`src/rtl/skew_pkg.sv`:
```
package skew_pkg;
  typedef enum logic [1:0] {
    ST_IDLE = 2'd0,
    ST_WAIT = 2'd1,
    ST_MEAS = 2'd2,
    ST_DONE = 2'd3
  } meas_st_e;
endpackage

```
`src/rtl/skew_edge_det.sv`:
```
module skew_edge_det (
  input  logic clk,
  input  logic rst_n,
  input  logic sig_i,
  input  logic rising_sel,
  output logic edge_o
);
  logic prev_q, vld_q;

  always_ff @(posedge clk or negedge rst_n) begin
    if (!rst_n) begin
      prev_q <= 1'b0;
      vld_q  <= 1'b0;
    end else begin
      prev_q <= sig_i;
      vld_q  <= 1'b1;
    end
  end

  always_comb begin
    edge_o = vld_q && (rising_sel ? (sig_i && !prev_q) : (!sig_i && prev_q));
  end
endmodule

```
`src/rtl/skew_arm.sv`:
```
module skew_arm #(
  parameter int FRAME_LEN = 1024
) (
  input  logic clk,
  input  logic rst_n,
  input  logic start_bit,
  input  logic wide_mode,
  output logic go_o
);
  localparam int LW = $clog2(FRAME_LEN + 1);

  logic [LW-1:0] low_cnt_q, low_cnt_d;
  logic          start_q;
  logic          armed;

  always_comb begin
    low_cnt_d = low_cnt_q;
    if (start_bit || wide_mode)
      low_cnt_d = '0;
    else if (low_cnt_q != LW'(FRAME_LEN))
      low_cnt_d = low_cnt_q + LW'(1);
  end

  always_ff @(posedge clk or negedge rst_n) begin
    if (!rst_n) begin
      low_cnt_q <= '0;
      start_q   <= 1'b0;
    end else begin
      low_cnt_q <= low_cnt_d;
      start_q   <= start_bit;
    end
  end

  assign armed = (low_cnt_q == LW'(FRAME_LEN));
  assign go_o  = start_bit && !start_q && armed && !wide_mode;

  // an accepted start follows a cycle with the control low
  p_go_after_low_r2: assert property (@(posedge clk) disable iff (!rst_n)
    go_o |-> $past(!start_bit));
endmodule

```
`src/rtl/skew_meas.sv`:
```
module skew_meas
  import skew_pkg::*;
#(
  parameter int FRAME_LEN = 1024,
  parameter int OFS_W     = 12
) (
  input  logic             clk,
  input  logic             rst_n,
  input  logic             go_i,
  input  logic             fp_edge,
  input  logic             ev_edge,
  input  logic             start_bit,
  input  logic             wide_mode,
  output logic [OFS_W-1:0] offset_o,
  output logic             done_o
);
  meas_st_e           st_q, st_d;
  logic [OFS_W-1:0]   cnt_q, cnt_d, res_q, res_d, ofs_q, ofs_d;
  logic               got_q, got_d, done_q, done_d;

  always_comb begin
    st_d   = st_q;
    cnt_d  = cnt_q;
    res_d  = res_q;
    got_d  = got_q;
    ofs_d  = ofs_q;
    done_d = done_q;
    if (wide_mode || !start_bit) begin
      st_d   = ST_IDLE;
      done_d = 1'b0;
    end else begin
      case (st_q)
        ST_IDLE: if (go_i) st_d = ST_WAIT;
        ST_WAIT: begin
          if (fp_edge) begin
            cnt_d = OFS_W'(1);
            got_d = ev_edge;
            res_d = '0;
            st_d  = ST_MEAS;
          end
        end
        ST_MEAS: begin
          if (fp_edge) begin
            st_d   = ST_DONE;
            done_d = 1'b1;
            ofs_d  = got_q ? res_q : '1;
          end else begin
            if (ev_edge && !got_q) begin
              res_d = cnt_q;
              got_d = 1'b1;
            end
            if (cnt_q != '1) cnt_d = cnt_q + OFS_W'(1);
          end
        end
        default: ;
      endcase
    end
  end

  always_ff @(posedge clk or negedge rst_n) begin
    if (!rst_n) begin
      st_q   <= ST_IDLE;
      cnt_q  <= '0;
      res_q  <= '0;
      got_q  <= 1'b0;
      ofs_q  <= '0;
      done_q <= 1'b0;
    end else begin
      st_q   <= st_d;
      cnt_q  <= cnt_d;
      res_q  <= res_d;
      got_q  <= got_d;
      ofs_q  <= ofs_d;
      done_q <= done_d;
    end
  end

  assign offset_o = ofs_q;
  assign done_o   = done_q;

  p_done_clr_r7: assert property (@(posedge clk) disable iff (!rst_n)
    !start_bit |=> !done_o);
  p_wide_off_r8: assert property (@(posedge clk) disable iff (!rst_n)
    wide_mode |=> !done_o);
  p_done_on_frame_r5: assert property (@(posedge clk) disable iff (!rst_n)
    $rose(done_o) |-> $past(fp_edge));
  p_ofs_hold_r10: assert property (@(posedge clk) disable iff (!rst_n)
    !$rose(done_o) |-> $stable(offset_o));
  p_ofs_range_r4: assert property (@(posedge clk) disable iff (!rst_n)
    done_o |-> (offset_o < OFS_W'(FRAME_LEN) || offset_o == '1));
endmodule

```
`src/rtl/frame_skew_meter.sv`:
```
module frame_skew_meter #(
  parameter int FRAME_LEN = 1024,
  parameter int OFS_W     = 12
) (
  input  logic             clk,
  input  logic             rst_n,
  input  logic             frm_pulse,
  input  logic             eval_in,
  input  logic             start_bit,
  input  logic             rising_mode,
  input  logic             wide_fp_mode,
  output logic [OFS_W-1:0] offset_o,
  output logic             done_o
);
  localparam int NSIG = 2;

  logic [NSIG-1:0] sig_vec, edge_vec;
  logic            go;

  assign sig_vec = {eval_in, frm_pulse};

  for (genvar g = 0; g < NSIG; g++) begin : g_edge
    skew_edge_det u_edge (
      .clk        (clk),
      .rst_n      (rst_n),
      .sig_i      (sig_vec[g]),
      .rising_sel (rising_mode),
      .edge_o     (edge_vec[g])
    );
  end

  skew_arm #(.FRAME_LEN(FRAME_LEN)) u_arm (
    .clk       (clk),
    .rst_n     (rst_n),
    .start_bit (start_bit),
    .wide_mode (wide_fp_mode),
    .go_o      (go)
  );

  skew_meas #(.FRAME_LEN(FRAME_LEN), .OFS_W(OFS_W)) u_meas (
    .clk       (clk),
    .rst_n     (rst_n),
    .go_i      (go),
    .fp_edge   (edge_vec[0]),
    .ev_edge   (edge_vec[1]),
    .start_bit (start_bit),
    .wide_mode (wide_fp_mode),
    .offset_o  (offset_o),
    .done_o    (done_o)
  );

  // outputs come out of reset cleared
  p_reset_clear_r1: assert property (@(posedge clk)
    !rst_n |=> (!done_o && offset_o == '0) || !rst_n);
endmodule

```
`config.mk`:
```
export PLATFORM = sky130hd
export DESIGN_NAME = frame_skew_meter
export DESIGN_NICKNAME = d
export VERILOG_FILES = /design/src/rtl/skew_pkg.sv /design/src/rtl/skew_edge_det.sv /design/src/rtl/skew_arm.sv /design/src/rtl/skew_meas.sv /design/src/rtl/frame_skew_meter.sv
export SDC_FILE = /design/constraint.sdc
export NUM_CORES = 1
export LEC_CHECK = 0
export BUFFER_PORTS_ARGS = -buffer_cell sky130_fd_sc_hd__buf_4
export CAP_MARGIN = 20
export CORE_UTILIZATION = 50
export DETAILED_ROUTE_END_ITERATION = 10
export HOLD_SLACK_MARGIN = 0.05
export PLACE_DENSITY = 0.65
export SYNTH_ARGS = -nofsm -noshare
export SYNTH_HDL_FRONTEND = slang
export SYNTH_SLANG_ARGS = --single-unit
```
`constraint.sdc`:
```
create_clock -name clk -period 2.2 [get_ports clk]
set_input_delay 0.22 -clock clk [delete_from_list [all_inputs] [get_ports clk]]
set_output_delay 0.22 -clock clk [all_outputs]
set_load 0.02 [all_outputs]
```
==> impl_metrics.ini <==
[placed_design]
port_buffers = 19
post-place-cells = 368
globalplace.congestion = 0.765
pre_cts_ws_ns = 0.102
place_hpwl_mm = 3.57
dpl_cell_area_um2 = 2930

[cts]
root_buffer = clkbuf_8
cts_made_buffers = 5
cts-htree-levels = 2
tritoncts = yes
post_cts_buffers = 0
clk_pin_slew_ns = 0.10
cts_sinks = 55
clockBufferDepth = 2
clk_latency_ns = 0.32

[power_and_ir_drop]
p_leak_nw = 1.46
p_per_area_nw_per_um2 = 587
ir_worst_vdd_mv = 0.304

[synth]
ys_seq_elements = 55
synth_top_family_by_area = simple AND/OR/NAND/NOR gates
synth_top_area_cell = dfrtp_1
syn_inst = 279
async_flop_share_pct = 100
syn_avg_cell_area_um2 = 9.55
synth_top_area_share_pct = 51.7
syn_nets = 292
synth-main-ff-cell = dfrtp_1
synth_area_leaders = dfrtp_1 52%, mux2i_1 4.9%, nor2_1 4.8%, inv_1 4.2%, nand2_1 3.7%
synth_edf_count = 0
synth-xor-area-share_pct = 2.96
synth.cell_area_um2 = 2660
yosys_warnings = 0
synthMuxAreaShare_pct = 4.88
synthTopCellsByCount = 55 x dfrtp_1, 34 x nor2_1, 30 x inv_1
synth_adder_area_share_pct = 2.82
synthSimpleGateAreaFrac_pct = 19.8
synth.distinct_cells = 45
synth_compound_area_share_pct = 12.2
seq_area_frac_synth_pct = 51.7
yosysMostFrequentCell = dfrtp_1

[sta]
period_share_pct = 93.3
worstMarginPinSlew_ns = 0.682
maxSlewHeadroom_pct = 54.5
fin_crit_ns = 2.05
setup_tns_ns = 0
rsz0062_at_grt = false
report.final.hold_viol_count = 0
fmax_mhz = 487
drv_slew = 0
setup_viol = 0
worst_clock_skew_ns = 0.00934
final.setup.worst_slack_ns = 0.147

[floorplanning]
ioPinCount = 20
design.core.area_um2 = 5110
die_area_um2 = 5620
die_w_um = 75.0
rows = 26
die_h_um = 75.0
initial_core_util_pct = 52.2

[final_layout]
drive_gt1_share_pct = 13.5
design_area_um2 = 3110
areaGrowthSynthToFinish_pct = 16.8
stdcell_count = 381
nNetsFinal = 323
n_antenna_cell = 0

[drt]
first_pass_iters = 4
remaining_drc_errors = 0
ant_nets = 0
detail_route.wl_per_cell_um = 13.7
drt-total-wl_mm = 5.22
drtIter0Drc = 151
num_vias = 2051
vias_per_cell = 5.38

[critical_path]
crit_cells = 7
r2r_cells = 7
slowest_stage = or4b_1
crit_chain = inv_1 > ha_4 > inv_1 > a2111o_1 > o31a_1 > or4b_1 > o211ai_1
critPathLaunchType = flip-flop
cp_slowest_stage_delay_ns = 0.52
path_class = reg -> reg
cp.buffers_inverters = 2
critical_path.top_delay_family = compound AO/OA/AOI/OAI gates
required_ns = 2.44
cp-end-kind = flip-flop
crit_fanout = 6
worst_ep_arrival_time_ns = 2.30
cp_common_cell = inv_1

[grt]
grt-ovfl-total = 0
grt_pass1_vias = 1874
grt_use_total_pct = 20.8
grt_pass1_wl_mm = 8.66
antenna_found_initial = 0
grt_max_degree = 56

[worst_hold_path]
holdPathStages = 3
hp-class = in -> reg

[run]
cap_violations = 0

[outcome]
outcome = complete, no violations
==> report_power, final <==
part,leakage [nW],internal (mW),switching (mW)
Clock,0.0618,0.375,0.343
Sequential,0.723,1.02,0.0120
Combinational,0.674,0.0279,0.0461
Total,1.46,1.43,0.401
==> final cells by class <==
class,count,area (um^2)
Tap cell,70,87.6
Clock buffer,6,82.6
Timing Repair Buffer,32,250
Fill cell,453,2000
Clock inverter,2,38.8
Multi-Input combinational cell,186,1160
Inverter,30,113
Sequential cell,55,1380
==> metal layers <==
layer / track usage, % / share of wire [%] / vias up
met5: 0 / 0 / -
met4: 7.34 / 1.5 / 0
met3: 4.69 / 3.2 / 10
met2: 34.4 / 47 / 38
met1: 26.8 / 49 / 972
li1: - / - / 1031
==> metrics by stage <==
stage	hold WS (ns)	power [mW]	utilization, %
after floorplan	-0.0756	1.08	-
after global placement	0.313	1.12	57.3
after detailed placement	0.314	1.12	57.3
after CTS	0.217	1.85	60.5
after global routing	0.226	1.90	60.9
final	0.210	1.83	60.9
==> sequential cells by signal (all words and copies together) (netlist names) <==
register,cells
u_meas.st_q,2
u_arm.start_q,1
u_meas.res_q,12
u_meas.cnt_q,12
u_meas.got_q,1
u_meas.done_o,1
g_edge.u_edge.prev_q,2
g_edge.u_edge.vld_q,1
u_meas.offset_o,12
u_arm.low_cnt_q,11
==> kinds of logic after synthesis <==
family	count (synthesis)
mux	13
flops	55
fa+ha+maj	6
compound gates	48
other cells	1
simple gates	108
xor+xnor	9
buf+inv	39
==> path summary, 6_finish.rpt <==
path / from / endpoint / slack (ns)
max in group asynchronous: rst_n / u_arm.low_cnt_q[3] / 1.27
worst max-delay path: u_meas.st_q[1] / u_meas.cnt_q[4] / 0.15
worst min-delay path: wide_fp_mode / u_meas.st_q[1] / 0.21
min in group asynchronous: rst_n / u_meas.res_q[0] / 0.47
worst max register to register: u_meas.st_q[1] / u_meas.cnt_q[4] / 0.15
worst min register to register: u_meas.done_o / u_meas.done_o / 0.50
==> repair_timing <==
action | 4_1_cts | 5_1_grt
hold buffers | 4 | 0
setup endpoints to repair | 0 | 2
hold endpoints to repair | 58 | 0
resized for setup | 0 | 2
==> cell usage in the layout, fill, tap and decap left out, drive strengths merged, types with 2 or more instances in the layout <==
| master | instances |
|---|---|
| nand4 | 5 |
| buf | 28 |
| o22ai | 2 |
| or2 | 2 |
| ha | 6 |
| o31a | 2 |
| or3 | 2 |
| nand3b | 2 |
| nor3 | 3 |
| mux2i | 13 |
| nand2b | 2 |
| xor2 | 6 |
| inv | 31 |
| a31oi | 12 |
| xnor2 | 3 |
| o31ai | 3 |
| and3 | 5 |
| nor4 | 2 |
| nand3 | 16 |
| a21oi | 6 |
| dfrtp | 55 |
| dlygate4sd3 | 4 |
| o221ai | 2 |
| a211o | 3 |
| clkbuf | 6 |
| o211ai | 2 |
| nor2 | 34 |
| nand2 | 26 |
| o21ai | 10 |
| nor4b | 2 |
==> worst min-delay path, stage by stage <==
cell and delay [ns]:
buf_4 0.09, nand2b_1 0.12, a221oi_1 0.06
Power figures use the tool's default switching activity.
